--- src/rtl/cpwm_pkg.sv ---
`timescale 1ns/1ps
package cpwm_pkg;
  localparam int CNT_W = 16;
  typedef logic [CNT_W-1:0] cnt_t;

  // Half-period length actually used; below 2 the triangle cannot turn.
  function automatic cnt_t fit_period(cnt_t p);
    return (p < cnt_t'(2)) ? cnt_t'(2) : p;
  endfunction

  // Duty after clamping and narrow-pulse removal on either side.
  function automatic cnt_t eff_duty(cnt_t d, cnt_t p, cnt_t m);
    cnt_t dd;
    dd = (d > p) ? p : d;
    if (dd < m)          return '0;
    if ((p - dd) < m)    return p;
    return dd;
  endfunction

  // High side is on while the triangle is within the top band.
  function automatic logic hi_on(cnt_t t, cnt_t deff, cnt_t p);
    return t >= (p - deff);
  endfunction
endpackage

--- src/rtl/cpwm_timebase.sv ---
`timescale 1ns/1ps
module cpwm_timebase import cpwm_pkg::*; #(
  parameter int NPH = 3
) (
  input  logic             clk,
  input  logic             rst_n,
  input  cnt_t             period_i,
  input  cnt_t [NPH-1:0]   duty_i,
  input  cnt_t             minw_i,
  input  logic             dbl_i,
  input  cnt_t             syncw_i,
  output cnt_t             cnt_o,
  output cnt_t             plen_o,
  output cnt_t [NPH-1:0]   deff_o,
  output logic             half_o,
  output logic             sync_o,
  output logic             ev_start_o,
  output logic             ev_mid_o
);
  cnt_t cnt, plen, sync_cnt, p_new;
  cnt_t [NPH-1:0] deff;
  logic dir;

  assign p_new      = fit_period(period_i);
  assign ev_start_o = dir && (cnt == '0);
  assign ev_mid_o   = !dir && (cnt == plen - cnt_t'(1));

  always_ff @(posedge clk) begin
    if (!rst_n) begin
      cnt      <= '0;
      dir      <= 1'b1;
      plen     <= cnt_t'(2);
      deff     <= '0;
      sync_cnt <= '0;
    end else begin
      if (ev_start_o) begin
        dir  <= 1'b0;
        plen <= p_new;
        for (int i = 0; i < NPH; i++) deff[i] <= eff_duty(duty_i[i], p_new, minw_i);
      end else if (ev_mid_o) begin
        dir <= 1'b1;
        if (dbl_i)
          for (int i = 0; i < NPH; i++) deff[i] <= eff_duty(duty_i[i], plen, minw_i);
      end else if (dir) begin
        cnt <= cnt - cnt_t'(1);
      end else begin
        cnt <= cnt + cnt_t'(1);
      end
      if (ev_start_o || (ev_mid_o && dbl_i)) sync_cnt <= syncw_i;
      else if (sync_cnt != '0)               sync_cnt <= sync_cnt - cnt_t'(1);
    end
  end

  assign cnt_o  = cnt;
  assign plen_o = plen;
  assign deff_o = deff;
  assign half_o = dir;
  assign sync_o = (sync_cnt != '0);
endmodule

--- src/rtl/cpwm_phase.sv ---
`timescale 1ns/1ps
module cpwm_phase import cpwm_pkg::*; (
  input  logic       clk,
  input  logic       rst_n,
  input  cnt_t       cnt_i,
  input  cnt_t       plen_i,
  input  cnt_t       deff_i,
  input  cnt_t       dt_i,
  output logic [1:0] pair_o
);
  logic [1:0] raw;
  assign raw[0] = hi_on(cnt_i, deff_i, plen_i);
  assign raw[1] = ~raw[0];

  for (genvar j = 0; j < 2; j++) begin : g_side
    cnt_t run;
    always_ff @(posedge clk) begin
      if (!rst_n || !raw[j]) begin
        run       <= '0;
        pair_o[j] <= 1'b0;
      end else begin
        pair_o[j] <= (run >= dt_i);
        if (run != '1) run <= run + cnt_t'(1);
      end
    end
  end
endmodule

--- src/rtl/cpwm_outstage.sv ---
`timescale 1ns/1ps
module cpwm_outstage #(
  parameter int NOUT   = 6,
  parameter int CHOP_W = 8
) (
  input  logic              clk,
  input  logic              rst_n,
  input  logic [NOUT-1:0]   d_i,
  input  logic [NOUT-1:0]   en_i,
  input  logic [NOUT/2-1:0] xover_i,
  input  logic [CHOP_W-1:0] chop_div_i,
  input  logic              chop_hi_i,
  input  logic              chop_lo_i,
  input  logic              halt_i,
  output logic [NOUT-1:0]   q_o
);
  localparam int NPAIR = NOUT / 2;
  logic [CHOP_W-1:0] cc;
  logic carr;
  logic [NOUT-1:0] nxt;

  always_ff @(posedge clk) begin
    if (!rst_n) begin
      cc   <= '0;
      carr <= 1'b1;
    end else if (cc == chop_div_i) begin
      cc   <= '0;
      carr <= ~carr;
    end else begin
      cc <= cc + 1'b1;
    end
  end

  for (genvar i = 0; i < NPAIR; i++) begin : g_pair
    logic sel_h, sel_l;
    assign sel_h = xover_i[i] ? d_i[2*i+1] : d_i[2*i];
    assign sel_l = xover_i[i] ? d_i[2*i]   : d_i[2*i+1];
    assign nxt[2*i]   = sel_h & en_i[2*i]   & (~chop_hi_i | carr);
    assign nxt[2*i+1] = sel_l & en_i[2*i+1] & (~chop_lo_i | carr);
  end

  always_ff @(posedge clk) begin
    if (!rst_n || halt_i) q_o <= '0;
    else                  q_o <= nxt;
  end
endmodule

--- src/rtl/cpwm3_gen.sv ---
`timescale 1ns/1ps
module cpwm3_gen import cpwm_pkg::*; #(
  parameter int NPH    = 3,
  parameter int CHOP_W = 8,
  localparam int NOUT  = 2 * NPH
) (
  input  logic                        clk,
  input  logic                        rst_n,
  input  logic [CNT_W-1:0]            period_i,
  input  logic [NPH-1:0][CNT_W-1:0]   duty_i,
  input  logic [CNT_W-1:0]            minw_i,
  input  logic [CNT_W-1:0]            dtime_i,
  input  logic                        dbl_i,
  input  logic [CNT_W-1:0]            syncw_i,
  input  logic [NOUT-1:0]             en_i,
  input  logic [NPH-1:0]              xover_i,
  input  logic [CHOP_W-1:0]           chop_div_i,
  input  logic                        chop_hi_i,
  input  logic                        chop_lo_i,
  input  logic                        halt_i,
  input  logic                        trip_n_i,
  output logic [NOUT-1:0]             gate_o,
  output logic                        sync_o,
  output logic                        half_o,
  output logic                        trip_lvl_o
);
  cnt_t cnt, plen;
  cnt_t [NPH-1:0] deff;
  logic ev_start, ev_mid;
  logic [NOUT-1:0] shaped, q;

  cpwm_timebase #(.NPH(NPH)) tb_i (
    .clk(clk), .rst_n(rst_n), .period_i(period_i), .duty_i(duty_i),
    .minw_i(minw_i), .dbl_i(dbl_i), .syncw_i(syncw_i), .cnt_o(cnt),
    .plen_o(plen), .deff_o(deff), .half_o(half_o), .sync_o(sync_o),
    .ev_start_o(ev_start), .ev_mid_o(ev_mid)
  );

  for (genvar k = 0; k < NPH; k++) begin : g_ph
    cpwm_phase ph_i (
      .clk(clk), .rst_n(rst_n), .cnt_i(cnt), .plen_i(plen),
      .deff_i(deff[k]), .dt_i(dtime_i), .pair_o(shaped[2*k+1:2*k])
    );
  end

  cpwm_outstage #(.NOUT(NOUT), .CHOP_W(CHOP_W)) os_i (
    .clk(clk), .rst_n(rst_n), .d_i(shaped), .en_i(en_i), .xover_i(xover_i),
    .chop_div_i(chop_div_i), .chop_hi_i(chop_hi_i), .chop_lo_i(chop_lo_i),
    .halt_i(halt_i), .q_o(q)
  );

  always_ff @(posedge clk) begin
    if (!rst_n) trip_lvl_o <= 1'b1;
    else        trip_lvl_o <= trip_n_i;
  end

  // Unclocked kill path from the trip input to the pins.
  assign gate_o = q & {NOUT{trip_n_i}};
endmodule

--- config.mk ---
export PLATFORM = sky130hd
export DESIGN_NAME = cpwm3_gen
export DESIGN_NICKNAME = d
export VERILOG_FILES = /design/src/rtl/cpwm_pkg.sv /design/src/rtl/cpwm_timebase.sv /design/src/rtl/cpwm_phase.sv /design/src/rtl/cpwm_outstage.sv /design/src/rtl/cpwm3_gen.sv
export SDC_FILE = /design/constraint.sdc
export NUM_CORES = 1
export LEC_CHECK = 0
export BUFFER_PORTS_ARGS = -buffer_cell sky130_fd_sc_hd__buf_2
export CORE_MARGIN = 5
export CORE_UTILIZATION = 24
export CTS_CLUSTER_DIAMETER = 120
export DETAILED_ROUTE_END_ITERATION = 6
export GPL_ROUTABILITY_DRIVEN = 0
export SYNTH_ARGS = -nofsm -noshare
export SYNTH_HDL_FRONTEND = slang
export SYNTH_HIERARCHICAL = 1
export SYNTH_SLANG_ARGS = --single-unit
--- constraint.sdc ---
create_clock -name clk -period 19.6 [get_ports clk]
set_clock_uncertainty 0.05 [all_clocks]
set_input_delay 0.98 -clock clk [delete_from_list [all_inputs] [get_ports clk]]
set_output_delay 0.98 -clock clk [all_outputs]
set_load 0.02 [all_outputs]
=== Word-level counts from Yosys, hierarchy flattened ===
Index checks and enable logic that the tools add are counted.
W data, S select, Z words.

* Flip-flop bits (word level): 215
* Output and inout port bits: 9

* Add/subtract/negate cells: 20
* $lt $le $gt $ge: 28
* Equal/unequal tests: 8
* Muxes and demuxes: 99
* Bitwise operators: 21
* Reductions and logical operators: 24

{| class="wikitable"
|+ Operator list
! operator !! count
|-
| $mux W16 || 34
|-
| $lt A16 B16 Y1 || 12
|-
| $ge A16 B16 Y1 || 9
|-
| $mux W48 || 3
|-
| $sub A16 B16 Y16 || 9
|-
| $add A16 B1 Y16 const B || 7
|-
| $gt A16 B16 Y1 || 6
|-
| $ne A16 B16 Y1 const B || 6
|-
| $mux W1 || 62
|-
| $sub A16 B1 Y16 const B || 3
|-
| $eq A16 B16 Y1 || 1
|-
| $logic_not A16 Y1 || 1
|-
| $lt A16 B2 Y1 const B || 1
|-
| $reduce_bool A16 Y1 || 1
|-
| $and A1 B1 Y1 || 12
|-
| $add A8 B1 Y8 const B || 1
|-
| $eq A8 B8 Y1 || 1
|-
| $logic_or A1 B1 Y1 || 8
|-
| $and A6 B6 Y6 || 1
|-
| $not A1 Y1 || 6
|-
| $reduce_bool A2 Y1 || 3
|-
| $logic_not A1 Y1 || 5
|-
| $reduce_and A2 Y1 || 2
|-
| $logic_and A1 B1 Y1 || 3
|-
| other kinds (2) || 3
|}

=== Depth between registers and ports, before layout ===
* Word-level depth: 18
* Gate-level depth with buffers: 34
* Mapped depth without buffers: 30

=== Hierarchy ===
Netlist, hierarchy kept.

{| class="wikitable"
|+ Modules (own cells, without submodules)
! module !! times used !! cells an instance !! area an instance (sq um)
|-
| cpwm_timebase || 1 || 2328 || 18146.2
|-
| cpwm_phase (g_ph[1].ph_i ...) || 2 || 418 || 3359.5
|-
| cpwm_phase (g_ph[0].ph_i) || 1 || 420 || 3362.0
|-
| cpwm_outstage || 1 || 68 || 680.7
|-
| cpwm3_gen || 1 || 8 || 63.8
|}

=== Least setup slack after synthesis ===
OpenSTA, ideal clock, no wires.

* Path type: input-to-reg
* Start: input period_i[15]
* End: register tb_i.deff (netlist bit tb_i/deff_o[46])
* Setup time: 0.125 ns
* Arrival: 7.169 ns
* Setup slack: 12.257 ns
* Stages on the path: 31
* Path through: clkbuf_1 > nor4_1 > nand4_1 > nor2b_1 > ha_1 > nor2b_1 > o211ai_1 > a2111oi_0 > a211oi_1 > a21oi_2 > clkbuf_1 > mux2i_1 > inv_1 > fa_1 > nor2b_1 > o21ai_0 > a21boi_0 > o21ai_0 > a211oi_1 > nor3_1 > o41ai_1 > a21oi_1 > xnor2_1 > ha_1 > nor2b_1 > o21ai_0 > o21ai_0 > a211o_1 > clkbuf_1 > a21oi_1 > o21bai_1

* Cells in the longest elaborated chain, start to end: 13
* Elaborated cells between the ends (all ways): 18
* Those cells by class: 1 x add/sub; 4 x order compare; 13 x mux

{| class="wikitable"
|+ RTL lines
! element !! RTL line !! source
|-
| start: declaration || cpwm3_gen.sv:9 || <nowiki>input logic [CNT_W-1:0] period_i,</nowiki>
|-
| $lt A16 B2 Y1 || cpwm_pkg.sv:8 || <nowiki>return (p < cnt_t'(2)) ? cnt_t'(2) : p;</nowiki>
|-
| $mux W16 * || cpwm_pkg.sv:8 ||
|-
| $gt A16 B16 Y1 || cpwm_pkg.sv:14 || <nowiki>dd = (d > p) ? p : d;</nowiki>
|-
| $mux W16 || cpwm_pkg.sv:14 ||
|-
| $sub A16 B16 Y16 || cpwm_pkg.sv:16 || <nowiki>if ((p - dd) < m) return p;</nowiki>
|-
| $lt A16 B16 Y1 || cpwm_pkg.sv:16 ||
|-
| $mux W1 (2 in a row) || cpwm_pkg.sv:16 ||
|-
| $mux W1 || cpwm_timebase.sv:36 || <nowiki>if (ev_start_o) begin</nowiki>
|-
| $mux W1 || cpwm_timebase.sv:29 || <nowiki>if (!rst_n) begin</nowiki>
|-
| $mux W16 || cpwm_pkg.sv:17 || <nowiki>return dd;</nowiki>
|-
| $mux W16 * || cpwm_pkg.sv:16 ||
|-
| $mux W48 * || cpwm_timebase.sv:36 ||
|-
| end signal: assignment || cpwm_timebase.sv:33 || <nowiki>deff <= '0;</nowiki>
|-
| end: declaration || cpwm_timebase.sv:21 || <nowiki>cnt_t [NPH-1:0] deff;</nowiki>
|}

Every way passes the cells marked *; elsewhere a longest branch is shown, timed or not. The select of a mux whose other input is x is not followed.
A chain may end at the register's enable or synchronous reset.

=== Final worst setup path ===
* Start: register tb_i.plen[14], in the netlist tb_i/plen_o[14]
* End: register tb_i.deff (netlist bit tb_i/deff_o[19])

* Cells in the longest elaborated chain, start to end: 15
* Elaborated cells between the ends (all ways): 27
* Those cells by class: 2 x add/sub; 3 x order compare; 1 x eq/ne; 18 x mux; 3 x reduce/logical

{| class="wikitable"
|+ RTL lines
! element !! RTL line !! source
|-
| start: declaration || cpwm_timebase.sv:20 || <nowiki>cnt_t cnt, plen, sync_cnt, p_new;</nowiki>
|-
| start signal: assignment || cpwm_timebase.sv:32 || <nowiki>plen <= cnt_t'(2);</nowiki>
|-
| start signal: assignment || cpwm_timebase.sv:38 || <nowiki>plen <= p_new;</nowiki>
|-
| $gt A16 B16 Y1 || cpwm_pkg.sv:14 ||
|-
| $mux W16 || cpwm_pkg.sv:14 ||
|-
| $sub A16 B16 Y16 || cpwm_pkg.sv:16 ||
|-
| $lt A16 B16 Y1 || cpwm_pkg.sv:16 ||
|-
| $mux W1 (2 in a row) || cpwm_pkg.sv:16 ||
|-
| $mux W1 || cpwm_timebase.sv:42 || <nowiki>if (dbl_i)</nowiki>
|-
| $mux W1 || cpwm_timebase.sv:40 || <nowiki>end else if (ev_mid_o) begin</nowiki>
|-
| $mux W1 || cpwm_timebase.sv:36 ||
|-
| $mux W1 || cpwm_timebase.sv:29 ||
|-
| $mux W16 || cpwm_pkg.sv:17 ||
|-
| $mux W16 || cpwm_pkg.sv:16 ||
|-
| $mux W48 || cpwm_timebase.sv:42 ||
|-
| $mux W48 || cpwm_timebase.sv:40 ||
|-
| $mux W48 || cpwm_timebase.sv:36 ||
|}

Parallel ways exist; a longest one is shown, timed or not. The select of a mux whose other input is x is not followed.

==> impl.org <==
** GRT
- Overflow left after global routing :: 0
- The first global-routing pass estimated 159300 um of wire.
- Gr usage total :: 0.1599
- The initial antenna violation count was 3.
- Entering global routing, the biggest net connects 61 pins.
- The number of global-route vias before repair came to 26332.

** Critical path
- CP Data Arrival Time :: 9.04 ns
- The most critical setup path has its endpoint at tb_i/deff_o[19].
- Master of the slowest instance on the critical path :: sky130_fd_sc_hd__a2111oi_0
- Slowest Stage Delay on Critical Path :: 0.75 ns
- Critical path startpoint category :: flop
- Launch point of the worst reg-to-reg path :: tb_i/plen_o[14]
- In this run the worst path has a maximum fanout of 17.
- Minimum setup slack among reg-to-reg paths :: 10.95 ns
- The endpoint identified for the worst register-to-register timing path is tb_i/deff_o[19].
- The worst register-to-register path has a depth of 30.
- Source of the critical timing path :: tb_i/plen_o[14]
- The critical path in this run is classified as flop to flop.
- STA classifies the critical path endpoint as a flop.
- STA puts the critical path data required time at 19.99 ns.

** Yosys
- The most used flip-flop cell after synthesis is sky130_fd_sc_hd__dfxtp_1.
- In this run, synthesis inferred 0 flip-flops with an integrated enable.
- Per-instance average area after synthesis :: 7.916 sq um
- The synthesized netlist contains 89 unique library cells.
- Async set or reset register ratio after synthesis :: 0
- In the synthesized netlist, the number of instances is 3660.
- Counting every net in the synthesized netlist gives 4384.
- Of the synthesized area, sequential elements account for 0.1486.
- Number of synthesized register bits :: 215
- The mapped netlist covers 0.02897 sq mm.
- Yosys printed 6 warnings.

** Placement
- The HPWL after detailed placement is 81440 um.
- Post-Place Cells :: 5335
- Number of buffer cells added on primary ports :: 144
- Summing all placed instances gives a cell area of 0.03149 sq mm.

** Clocking
- After clock tree synthesis, the flow added hold-fix buffers numbering 0.
- Clock tree synthesis selected as its root buffer the cell sky130_fd_sc_hd__clkbuf_16.
- CTS tree :: done
- Inserted Clock Buffers :: 29
- The longest clock path from root to sink contains 3 buffers.
- The tree built by TritonCTS fans out to 215 sinks.
- CTS built an H-tree with a depth of 1.
- Post-CTS setup-driven buffer insertion count :: 0
- For the worst-skew pair, the clock arrives at the later sink with an insertion delay of 0.60 ns.
- Number of cells upsized or downsized after cts :: 0
- After clock tree synthesis, the clock-pin slew on the worst setup and hold paths is 0.07 ns.

** Floorplan
- Row cnt :: 127
- The floorplan step set the die height to 357.4 um.
- The die is 357.4 um wide.
- Number of primary I/O pins :: 145
- The initial utilization of the core area, before any placement, comes to 0.2415.
- The die covers 0.1278 sq mm.
- Placeable Area :: 0.1200 sq mm

** Flow run
- Max-cap check violation count :: 0

** Final layout
- Ratio of cells with drive above 1 in the final layout :: 0.1038
- Final design area excluding fillers :: 0.03252 sq mm
- Leading cell type in the layout, fill and taps excluded :: sky130_fd_sc_hd__ha_1
- Nets :: 4478
- Number of cells in the finished layout apart from fillers :: 5389
- Commonest non-fill, non-tap cells in the layout :: 578 x sky130_fd_sc_hd__ha_1, 316 x sky130_fd_sc_hd__inv_1, 292 x sky130_fd_sc_hd__nor2_1, 267 x sky130_fd_sc_hd__a21oi_1, 238 x sky130_fd_sc_hd__nand2_1
- From synthesis to final layout, the design area changed by 12.27%.

** Power
- Dividing total power by cell area gives a power density of 80.98 mW/mm^2.
- VDD sags by at most 0.06168 mV.
- Power comes to 2634 uW.
- Leakage component of the power :: 0.01436 uW

** STA
- At the pin with the least slew margin, the transition time is 1.326 ns.
- The number of failing hold endpoints at the final stage is 0.
- Crit path time final :: 8.646 ns
- Final-layout setup total negative slack :: 0 ns
- Measured against its own limit, the worst slew margin works out to 0.1157.
- For this run, the top clock speed supported by timing is 115.7 MHz.
- The max-slew violation count is 0.
- Final worst hold slack :: 0.4537 ns
- Unrepaired setup endpoints after global routing :: no
- In the finished design, the share of the clock period the worst path needs comes to 0.4411.
- Setup violations remaining at the end of the flow were counted as 0.

** Run status
- The flow ran to the end, and the final reports show no timing, DRC or antenna violations.

** Routing
- Summed over all layers, the routed wires come to 107700 um.
- Detailed routing placed a total of 10310 um of wire on met3.
- Top layer used by detailed routing :: met5
- For this block, wires on met1 add up to 46110 um.
- Summing over every cut layer, the via total after detailed routing is 28354.
- Detailed-routing iteration count for the pre-antenna-repair pass :: 6
- Summed over all nets, wire length on met2 after detailed routing comes to 45030 um.
- Remaining routing DRC violations :: 0
- After detailed routing, the number of vias per cell comes to 5.261.
- Once detail routing completed, the nets flagged for antenna violations numbered 0.
- Post-detailed-route wirelength per cell :: 19.98 um
- The detailed router finished its first iteration with 2848 violations.

** Min path
- Hold Crit Start :: tb_i/deff_o[11]
- The tightest min-delay check is of the flop to flop type.
[routing by layer]
layer  global-route usage  vias up
li1                     -    13460
met1               0.2115    13229
met2               0.2494     1317
met3              0.03080      342
met4              0.07798        6
met5                    0        -
[registers in the layout (all words and copies together), names as in the netlist]
| signal | cells |
|---|---|
| tb_i/deff_o | 48 |
| os_i/q_o | 6 |
| trip_lvl_o | 1 |
| g_ph.ph_i/g_side.run | 96 |
| tb_i/cnt_o | 16 |
| os_i/carr | 1 |
| tb_i/plen_o | 16 |
| tb_i/sync_cnt | 16 |
| tb_i/half_o | 1 |
| os_i/cc | 8 |
| g_ph.ph_i/pair_o | 6 |
[worst max-delay path, delay by kind of cell, from the launching register on]
family	cells	cell delay, ns
flip-flops	1	0.30
AO/OA/AOI/OAI	12	3.46
multiplexers	1	0.30
AND/OR/NAND/NOR	9	1.91
XOR/XNOR	1	0.14
adder cells (fa/ha/maj)	4	1.38
buffers and inverters	3	0.92
[Yosys cell counts (19+ instances only)]
library cell / n / share of area
sky130_fd_sc_hd__or3_1: 36 / 0.0078
sky130_fd_sc_hd__dfxtp_1: 215 / 0.15
sky130_fd_sc_hd__o21ai_0: 151 / 0.026
sky130_fd_sc_hd__a21boi_0: 56 / 0.015
sky130_fd_sc_hd__mux2_2: 85 / 0.033
sky130_fd_sc_hd__a21oi_1: 270 / 0.047
sky130_fd_sc_hd__o31ai_1: 29 / 0.0075
sky130_fd_sc_hd__xor2_1: 87 / 0.026
sky130_fd_sc_hd__ha_1: 578 / 0.25
sky130_fd_sc_hd__buf_2: 31 / 0.0054
sky130_fd_sc_hd__a21o_1: 78 / 0.020
sky130_fd_sc_hd__a211oi_1: 42 / 0.011
sky130_fd_sc_hd__o211ai_1: 27 / 0.0070
sky130_fd_sc_hd__a31oi_1: 29 / 0.0063
sky130_fd_sc_hd__xnor2_1: 150 / 0.045
sky130_fd_sc_hd__nor4_1: 19 / 0.0041
sky130_fd_sc_hd__nor3_1: 78 / 0.013
sky130_fd_sc_hd__and3_1: 33 / 0.0071
sky130_fd_sc_hd__nand4_1: 110 / 0.024
sky130_fd_sc_hd__nand2b_1: 28 / 0.0060
sky130_fd_sc_hd__nand2_1: 238 / 0.031
sky130_fd_sc_hd__nand3_1: 132 / 0.023
sky130_fd_sc_hd__mux2i_1: 92 / 0.032
sky130_fd_sc_hd__o21a_1: 30 / 0.0078
sky130_fd_sc_hd__clkbuf_1: 78 / 0.010
sky130_fd_sc_hd__nor2_1: 292 / 0.038
sky130_fd_sc_hd__o21bai_1: 40 / 0.010
sky130_fd_sc_hd__and2_1: 19 / 0.0041
sky130_fd_sc_hd__inv_1: 316 / 0.041
sky130_fd_sc_hd__nor2b_1: 49 / 0.011
[worst min path at each step]
| stage | end | slack, ns | cells past startpoint |
|---|---|---|---|
| final | tb_i/deff_o[11] | 0.45 | 2 |
| after detailed placement | tb_i/deff_o[10] | 0.43 | 2 |
| after CTS | tb_i/deff_o[10] | 0.44 | 2 |
| after global routing | tb_i/deff_o[10] | 0.47 | 2 |
| after global placement | tb_i/deff_o[10] | 0.42 | 2 |
| after floorplan | tb_i/deff_o[10] | 0.39 | 2 |
[kinds of logic after synthesis]
logic type | count (synthesis) | synth area share
AO/OA/AOI/OAI | 887 | 0.2019
flip-flops | 215 | 0.1486
multiplexers | 177 | 0.06482
buffers and inverters | 440 | 0.06055
adder cells (fa/ha/maj) | 588 | 0.2565
XOR/XNOR | 240 | 0.07355
AND/OR/NAND/NOR | 1113 | 0.1941
[power breakdown]
group	total (uW)	switching [uW]	internal (uW)
clock network	589	229	360
registers	546	71.3	475
logic	1500	881	618
[cell type report]
type,instances,area [sq um]
flip-flops and latches,215,4304
well taps,1612,2017
clock inverters,17,262.8
clock buffers,36,772.0
inverters,317,1190
diodes,1,2.502
multi-input cells,3005,22940
fillers,12988,87450
repair buffers,186,1036
[per-stage QoR]
stage | util | setup slack, ns
floorplan | - | 12.26
global placement | 0.2625 | 11.02
detailed placement | 0.2625 | 10.94
CTS | 0.2711 | 11.19
global route | 0.2711 | 10.38
finish | 0.2711 | 10.95
Note: power is estimated with default switching activity, not from simulation.
